File: src/rtl/rxbd_pkg.sv
package rxbd_pkg;
  // Descriptor format (fixed by the memory layout shared with software)
  localparam int LEN_W      = 16;
  localparam int STAT_W     = 16;
  localparam int DESC_BYTES = 8;
  localparam int PTR_OFS    = 4;
  localparam int DATA_W     = 32;
  localparam int LANES      = DATA_W / 8;
  localparam int ALIGN_BITS = 3;

  // Status bit positions
  localparam int B_EMPTY = 15;
  localparam int B_WRAP  = 14;
  localparam int B_LAST  = 10;
  localparam int B_ERR   = 2;

  typedef enum logic [2:0] {
    ST_IDLE,
    ST_RD_HDR,
    ST_RD_PTR,
    ST_DECIDE,
    ST_FILL,
    ST_WBACK,
    ST_NEXT
  } seq_st_e;
endpackage

File: src/rtl/rxbd_fill.sv
module rxbd_fill
  import rxbd_pkg::*;
(
  input  logic             clk,
  input  logic             rst,
  input  logic             load,
  input  logic [LEN_W-1:0] lim_in,
  input  logic             active,
  input  logic             take,
  input  logic             mark_last,
  input  logic             mark_err,
  input  logic             close_req,
  output logic [LEN_W-1:0] cnt_q,
  output logic             done,
  output logic             fin_last,
  output logic             fin_err
);
  logic [LEN_W-1:0] lim_q;
  logic             at_limit;
  logic             close_ok;

  assign at_limit = (cnt_q + LEN_W'(1)) == lim_q;
  assign close_ok = close_req && (take || cnt_q != '0);
  assign done     = active && ((take && (at_limit || mark_last || mark_err)) || close_ok);

  always_ff @(posedge clk) begin
    if (rst) begin
      cnt_q    <= '0;
      lim_q    <= '0;
      fin_last <= 1'b0;
      fin_err  <= 1'b0;
    end else begin
      if (load) begin
        cnt_q    <= '0;
        lim_q    <= lim_in;
        fin_last <= 1'b0;
        fin_err  <= 1'b0;
      end else if (active && take) begin
        cnt_q <= cnt_q + LEN_W'(1);
      end
      if (done) begin
        fin_last <= take && mark_last;
        fin_err  <= take && mark_err;
      end
    end
  end

  // while filling, the stored count is always below the latched limit
  a_r4_len_limit: assert property (@(posedge clk) disable iff (rst)
    active |-> (cnt_q < lim_q));

  // the latched limit does not move while a buffer is being filled
  a_r7_limit_hold: assert property (@(posedge clk) disable iff (rst)
    (active && !done) |=> $stable(lim_q));
endmodule

File: src/rtl/rxbd_port.sv
module rxbd_port
  import rxbd_pkg::*;
#(
  parameter int AW = 16
) (
  input  logic              clk,
  input  logic              rst,
  input  logic              cmd_valid,
  input  logic              cmd_we,
  input  logic [AW-1:0]     cmd_addr,
  input  logic [LANES-1:0]  cmd_be,
  input  logic              cmd_wide,
  input  logic [DATA_W-1:0] cmd_word,
  input  logic [7:0]        cmd_byte,
  output logic              mem_req,
  output logic              mem_we,
  output logic [AW-1:0]     mem_addr,
  output logic [LANES-1:0]  mem_be,
  output logic [DATA_W-1:0] mem_wdata
);
  logic [DATA_W-1:0] wdata_d;

  for (genvar g = 0; g < LANES; g++) begin : g_lane
    assign wdata_d[8*g +: 8] = cmd_wide ? cmd_word[8*g +: 8] : cmd_byte;
  end

  always_ff @(posedge clk) begin
    if (rst) begin
      mem_req   <= 1'b0;
      mem_we    <= 1'b0;
      mem_addr  <= '0;
      mem_be    <= '0;
      mem_wdata <= '0;
    end else begin
      mem_req   <= cmd_valid;
      mem_we    <= cmd_valid && cmd_we;
      mem_addr  <= cmd_addr;
      mem_be    <= cmd_we ? cmd_be : '0;
      mem_wdata <= wdata_d;
    end
  end

  // a write is either one byte lane or a full descriptor word
  a_r3_lane_write: assert property (@(posedge clk) disable iff (rst)
    (mem_req && mem_we) |-> ($onehot(mem_be) || mem_be == {LANES{1'b1}}));
endmodule

File: src/rtl/rxbd_seq.sv
module rxbd_seq
  import rxbd_pkg::*;
#(
  parameter int AW = 16
) (
  input  logic              clk,
  input  logic              rst,
  input  logic              cfg_enable,
  input  logic [AW-1:0]     cfg_ring_base,
  input  logic [DATA_W-1:0] mem_rdata,
  input  logic              in_valid,
  input  logic [LEN_W-1:0]  cnt_q,
  input  logic              done,
  input  logic              fin_last,
  input  logic              fin_err,
  output logic              fill_active,
  output logic              load,
  output logic              in_ready,
  output logic              busy,
  output logic              wb_wrap,
  output logic [AW-1:0]     base_q,
  output logic              cmd_valid,
  output logic              cmd_we,
  output logic [AW-1:0]     cmd_addr,
  output logic [LANES-1:0]  cmd_be,
  output logic              cmd_wide,
  output logic [DATA_W-1:0] cmd_word
);
  localparam int LSB_W = $clog2(LANES);

  seq_st_e          st_q, st_d;
  logic [AW-1:0]    desc_q, desc_d;
  logic [STAT_W-1:0] stat_q;
  logic [AW-1:0]    ptr_q;
  logic             busy_q, busy_d;
  logic [AW-1:0]    base_in;
  logic [AW-1:0]    byte_addr;
  logic [STAT_W-1:0] stat_wb;

  assign base_in   = {cfg_ring_base[AW-1:ALIGN_BITS], {ALIGN_BITS{1'b0}}};
  assign byte_addr = ptr_q + AW'(cnt_q);

  always_comb begin
    stat_wb         = stat_q;
    stat_wb[B_EMPTY] = 1'b0;
    stat_wb[B_LAST]  = fin_last;
    stat_wb[B_ERR]   = fin_err;
  end

  assign fill_active = (st_q == ST_FILL);
  assign in_ready    = fill_active || busy_q;
  assign busy        = busy_q;
  assign wb_wrap     = (st_q == ST_WBACK) && stat_q[B_WRAP];

  always_comb begin
    st_d      = st_q;
    desc_d    = desc_q;
    busy_d    = busy_q;
    load      = 1'b0;
    cmd_valid = 1'b0;
    cmd_we    = 1'b0;
    cmd_addr  = desc_q;
    cmd_be    = '0;
    cmd_wide  = 1'b0;
    cmd_word  = '0;
    unique case (st_q)
      ST_IDLE: begin
        if (cfg_enable) begin
          desc_d    = base_in;
          cmd_valid = 1'b1;
          cmd_addr  = base_in;
          st_d      = ST_RD_HDR;
        end
      end
      ST_RD_HDR: begin
        cmd_valid = 1'b1;
        cmd_addr  = desc_q + AW'(PTR_OFS);
        st_d      = ST_RD_PTR;
      end
      ST_RD_PTR: st_d = ST_DECIDE;
      ST_DECIDE: begin
        if (stat_q[B_EMPTY]) begin
          load   = 1'b1;
          busy_d = 1'b0;
          st_d   = ST_FILL;
        end else begin
          busy_d    = 1'b1;
          cmd_valid = 1'b1;
          cmd_addr  = desc_q;
          st_d      = ST_RD_HDR;
        end
      end
      ST_FILL: begin
        if (in_valid) begin
          cmd_valid = 1'b1;
          cmd_we    = 1'b1;
          cmd_addr  = {byte_addr[AW-1:LSB_W], {LSB_W{1'b0}}};
          cmd_be    = LANES'(1) << byte_addr[LSB_W-1:0];
        end
        if (done) st_d = ST_WBACK;
      end
      ST_WBACK: begin
        cmd_valid = 1'b1;
        cmd_we    = 1'b1;
        cmd_addr  = desc_q;
        cmd_be    = {LANES{1'b1}};
        cmd_wide  = 1'b1;
        cmd_word  = {cnt_q, stat_wb};
        st_d      = ST_NEXT;
      end
      ST_NEXT: begin
        desc_d    = stat_q[B_WRAP] ? base_q : desc_q + AW'(DESC_BYTES);
        cmd_valid = 1'b1;
        cmd_addr  = desc_d;
        st_d      = ST_RD_HDR;
      end
      default: st_d = ST_IDLE;
    endcase
  end

  always_ff @(posedge clk) begin
    if (rst) begin
      st_q   <= ST_IDLE;
      desc_q <= '0;
      base_q <= '0;
      stat_q <= '0;
      ptr_q  <= '0;
      busy_q <= 1'b0;
    end else begin
      st_q   <= st_d;
      desc_q <= desc_d;
      busy_q <= busy_d;
      if (st_q == ST_IDLE)   base_q <= base_in;
      if (st_q == ST_RD_PTR) stat_q <= mem_rdata[STAT_W-1:0];
      if (st_q == ST_DECIDE) ptr_q  <= mem_rdata[AW-1:0];
    end
  end
endmodule

File: src/rtl/rx_bd_ring.sv
module rx_bd_ring
  import rxbd_pkg::*;
#(
  parameter int AW = 16
) (
  input  logic              clk,
  input  logic              rst,
  input  logic              cfg_enable,
  input  logic [AW-1:0]     cfg_ring_base,
  input  logic [LEN_W-1:0]  cfg_max_len,
  input  logic              in_valid,
  input  logic [7:0]        in_data,
  input  logic              in_last,
  input  logic              in_err,
  output logic              in_ready,
  input  logic              close_req,
  output logic              busy,
  output logic              mem_req,
  output logic              mem_we,
  output logic [AW-1:0]     mem_addr,
  output logic [LANES-1:0]  mem_be,
  output logic [DATA_W-1:0] mem_wdata,
  input  logic [DATA_W-1:0] mem_rdata
);
  logic              fill_active, load, done, fin_last, fin_err, wb_wrap;
  logic [LEN_W-1:0]  cnt_q;
  logic [AW-1:0]     base_q;
  logic              cmd_valid, cmd_we, cmd_wide;
  logic [AW-1:0]     cmd_addr;
  logic [LANES-1:0]  cmd_be;
  logic [DATA_W-1:0] cmd_word;

  rxbd_seq #(.AW(AW)) seq_i (
    .clk(clk), .rst(rst), .cfg_enable(cfg_enable), .cfg_ring_base(cfg_ring_base),
    .mem_rdata(mem_rdata), .in_valid(in_valid), .cnt_q(cnt_q), .done(done),
    .fin_last(fin_last), .fin_err(fin_err), .fill_active(fill_active), .load(load),
    .in_ready(in_ready), .busy(busy), .wb_wrap(wb_wrap), .base_q(base_q),
    .cmd_valid(cmd_valid), .cmd_we(cmd_we), .cmd_addr(cmd_addr), .cmd_be(cmd_be),
    .cmd_wide(cmd_wide), .cmd_word(cmd_word)
  );

  rxbd_fill fill_i (
    .clk(clk), .rst(rst), .load(load), .lim_in(cfg_max_len), .active(fill_active),
    .take(in_valid && fill_active), .mark_last(in_last), .mark_err(in_err),
    .close_req(close_req), .cnt_q(cnt_q), .done(done), .fin_last(fin_last),
    .fin_err(fin_err)
  );

  rxbd_port #(.AW(AW)) port_i (
    .clk(clk), .rst(rst), .cmd_valid(cmd_valid), .cmd_we(cmd_we), .cmd_addr(cmd_addr),
    .cmd_be(cmd_be), .cmd_wide(cmd_wide), .cmd_word(cmd_word), .cmd_byte(in_data),
    .mem_req(mem_req), .mem_we(mem_we), .mem_addr(mem_addr), .mem_be(mem_be),
    .mem_wdata(mem_wdata)
  );

  // while no descriptor is owned, no memory write is issued
  a_r11_no_write_busy: assert property (@(posedge clk) disable iff (rst)
    busy |-> !(mem_req && mem_we));

  // after write-back of a wrap descriptor, the next fetch goes to the base
  a_r2_wrap_to_base: assert property (@(posedge clk) disable iff (rst)
    wb_wrap |-> ##2 (mem_req && !mem_we && mem_addr == base_q));
endmodule

File: config.mk
export PLATFORM = sky130hd
export DESIGN_NAME = rx_bd_ring
export DESIGN_NICKNAME = d
export VERILOG_FILES = /design/src/rtl/rxbd_pkg.sv /design/src/rtl/rxbd_fill.sv /design/src/rtl/rxbd_port.sv /design/src/rtl/rxbd_seq.sv /design/src/rtl/rx_bd_ring.sv
export SDC_FILE = /design/constraint.sdc
export NUM_CORES = 1
export LEC_CHECK = 0
export BUFFER_PORTS_ARGS = -buffer_cell sky130_fd_sc_hd__buf_2
export CORE_MARGIN = 5
export CORE_UTILIZATION = 50
export DETAILED_ROUTE_END_ITERATION = 10
export PLACE_DENSITY = 0.72
export SETUP_SLACK_MARGIN = 0.4
export SLEW_MARGIN = 0
export SYNTH_ARGS = -nofsm -noshare
export SYNTH_HDL_FRONTEND = slang
export SYNTH_HIERARCHICAL = 1
export SYNTH_SLANG_ARGS = --single-unit
File: constraint.sdc
create_clock -name clk -period 4 [get_ports clk]
set_clock_uncertainty 0.1 [all_clocks]
set_input_delay 0.6 -clock clk [delete_from_list [all_inputs] [get_ports clk]]
set_output_delay 0.6 -clock clk [all_outputs]
set_load 0.02 [all_outputs]
==> run_summary.xml <==
<?xml version="1.0" encoding="UTF-8"?>
<metrics>
  <group name="layout">
    <metric name="antennaDiodeCount" unit="">0</metric>
    <metric name="fin_cells" unit="">1309</metric>
    <metric name="fin_area" unit="sq um">9150</metric>
    <metric name="multi_input_comb_area" unit="sq um">4560</metric>
    <metric name="layout.cells.most_common_list" unit="">nand2_1 (173), dfxtp_1 (151), a21oi_1 (118)</metric>
    <metric name="layout_commonest_cell" unit="">nand2_1</metric>
    <metric name="fill_cells" unit="">1496</metric>
    <metric name="area_growth" unit="%">14.6</metric>
    <metric name="drive_above_1_share" unit="%">15.5</metric>
    <metric name="fin_nets" unit="">1179</metric>
    <metric name="area.sequential" unit="sq um">3020</metric>
  </group>
  <group name="logic_synthesis">
    <metric name="summed_instance_area_of_the_synthesized_netlist" unit="sq um">7980</metric>
    <metric name="number_of_warnings_reported_in_the_yosys_synthesis_log" unit="">6</metric>
    <metric name="synthCells" unit="">1011</metric>
    <metric name="syn_area_per_cell" unit="sq um">7.89</metric>
    <metric name="syn-num-nets" unit="">1110</metric>
  </group>
  <group name="timing">
    <metric name="final.setup.worst_slack" unit="ns">0.941</metric>
    <metric name="finalWorstPathRequiredPeriod" unit="ns">3.06</metric>
    <metric name="period_share" unit="%">76.5</metric>
    <metric name="setup-tns-final" unit="ns">0</metric>
    <metric name="slew_headroom" unit="%">26.4</metric>
    <metric name="worst_max_slew_pin_slew" unit="ns">1.10</metric>
    <metric name="grt_setup_unrepaired" unit="">no</metric>
    <metric name="setup_viol" unit="">0</metric>
    <metric name="final_hold_viol_count" unit="">0</metric>
    <metric name="finalMaxSlewViolations" unit="">0</metric>
    <metric name="fmax" unit="MHz">327</metric>
  </group>
  <group name="power">
    <metric name="ir_worst_vdd" unit="uV">291</metric>
    <metric name="p_leak" unit="nW">3.64</metric>
    <metric name="power.total" unit="mW">3.59</metric>
    <metric name="power.density" unit="nW/um^2">392</metric>
  </group>
  <group name="route">
    <metric name="wl" unit="microns">21500</metric>
    <metric name="ant_nets" unit="">0</metric>
    <metric name="dr_total_vias" unit="">7323</metric>
    <metric name="dr.first_iter.drc_count" unit="">749</metric>
    <metric name="drc" unit="">0</metric>
    <metric name="detail_route.vias_per_cell" unit="">5.59</metric>
    <metric name="routed_wire_length_per_instance" unit="microns">16.4</metric>
    <metric name="detailedRoute.firstPassIterationCount" unit="">6</metric>
  </group>
  <group name="min_path">
    <metric name="timing.hold.worst.start" unit="">cfg_max_len[14]</metric>
    <metric name="min-delay-path-class" unit="">input pin to flop</metric>
  </group>
  <group name="placed_design">
    <metric name="place_inst" unit="">1277</metric>
    <metric name="port-buffer-count" unit="">115</metric>
    <metric name="finalWeightedCongestion" unit="">0.909</metric>
    <metric name="preCtsSetupSlack" unit="ns">0.963</metric>
    <metric name="post_dp_cell_area" unit="sq um">8560</metric>
    <metric name="detailed_place_hpwl" unit="microns">15300</metric>
  </group>
  <group name="clocking">
    <metric name="clk_latency" unit="ns">0.43</metric>
    <metric name="clock_tree.htree_level_count" unit="">4</metric>
    <metric name="cts-root-to-sink-buffers" unit="">2</metric>
    <metric name="post_cts_resize_count" unit="">0</metric>
    <metric name="postCtsHoldBufs" unit="">0</metric>
    <metric name="tritoncts_clock_tree" unit="">yes</metric>
    <metric name="ctsRootBufferMaster" unit="">clkbuf_16</metric>
    <metric name="setup_buffers_after_cts" unit="">0</metric>
    <metric name="path_clk_slew" unit="ns">0.07</metric>
    <metric name="clkSinkCount" unit="">151</metric>
    <metric name="cts-buffers-inserted" unit="">17</metric>
  </group>
  <group name="worst_setup_path">
    <metric name="critPathRequiredTime" unit="ns">4.26</metric>
    <metric name="kind_of_start_point_of_the_critical_path" unit="">flop</metric>
    <metric name="worst_setup_path_end_kind" unit="">flop</metric>
    <metric name="worst_setup_path_startpoint" unit="">seq_i/st_q[2]</metric>
    <metric name="timing.critical_path.fanout_max" unit="">18</metric>
    <metric name="timing.rr.start" unit="">seq_i/st_q[2]</metric>
    <metric name="path_class" unit="">flop to flop</metric>
    <metric name="setup.reg_to_reg.worst_slack" unit="ns">0.94</metric>
    <metric name="critPathArrivalTime" unit="ns">3.31</metric>
  </group>
  <group name="floorplanning">
    <metric name="rows" unit="">46</metric>
    <metric name="floorplan.core_area" unit="sq um">15800</metric>
    <metric name="dieArea" unit="sq um">18600</metric>
    <metric name="die_width" unit="microns">136</metric>
    <metric name="io_pins" unit="">135</metric>
    <metric name="floorplan.die.height" unit="microns">136</metric>
    <metric name="initial_utilization" unit="%">50.6</metric>
  </group>
  <group name="global_route">
    <metric name="grt.overflow.total" unit="">0</metric>
    <metric name="wire_length_of_the_first_global_routing_pass" unit="microns">34200</metric>
    <metric name="grt_antenna_before_repair" unit="">0</metric>
    <metric name="grt_start_max_net_pins" unit="">71</metric>
    <metric name="grt_pass1_vias" unit="">6711</metric>
    <metric name="groute.usage.overall" unit="%">23.2</metric>
  </group>
  <group name="job">
    <metric name="maxCapViolations" unit="">0</metric>
  </group>
  <group name="run_status">
    <metric name="status" unit="">completed</metric>
  </group>
</metrics>
[power breakdown]
group	switching, mW	internal (mW)
combinational	0.233	0.143
sequential	0.0531	1.57
clock	0.704	0.885
total	0.989	2.60
[worst max-delay path: stages (launching register included)]
cell	delay [ns]
dfxtp_1	0.66
nand2b_1	0.16
nor2_1	0.11
buf_4	0.19
and2_1	0.35
o311ai_0	0.23
a2111oi_2	0.25
o2111ai_1	0.17
nor4_2	0.36
or2_1	0.17
nor3_1	0.05
nor3_1	0.17
[layout make-up]
cell class	instances	share of cell area, %
inverters	16	0.657
flip-flops and latches	151	33.1
multi-input cells	772	49.9
repair buffers	122	7.03
clock buffers	17	4.65
clock inverters	15	1.74
well taps	216	2.96
[flip-flops by register name, summed over array words and instances (netlist names), 3 cells and up]
name,flops
port_i/mem_wdata,32
fill_i/cnt_q,16
fill_i/lim_q,16
port_i/mem_addr,16
seq_i/desc_q,16
seq_i/ptr_q,16
seq_i/stat_q,14
seq_i/base_q,13
port_i/mem_be,4
seq_i/st_q,3
[metal layers]
metal / vias up / share of wire [%] / global-route usage [%] / routed length (microns)
li1: 3615 / - / - / -
met1: 3377 / 45 / 32.7 / 9720
met2: 292 / 45 / 35.7 / 9680
met3: 39 / 7.7 / 4.22 / 1650
met4: 0 / 2.2 / 7.89 / 469
met5: - / 0 / 0 / 0
[final timing paths]
| path | cells past startpoint | to |
|---|---|---|
| max | 11 | seq_i/st_q[0] |
| min | 3 | fill_i/lim_q[14] |
| max reg2reg | 11 | seq_i/st_q[0] |
| min reg2reg | 2 | seq_i/stat_q[8] |
[through the flow]
step,hold WS (ns),utilization (%)
after detailed placement,0.342,54.3
after floorplan,0.330,-
after global routing,0.302,58.0
final,0.300,58.0
after global placement,0.336,54.3
after CTS,0.292,58.0
No activity file was read; power rests on OpenSTA's default activity.
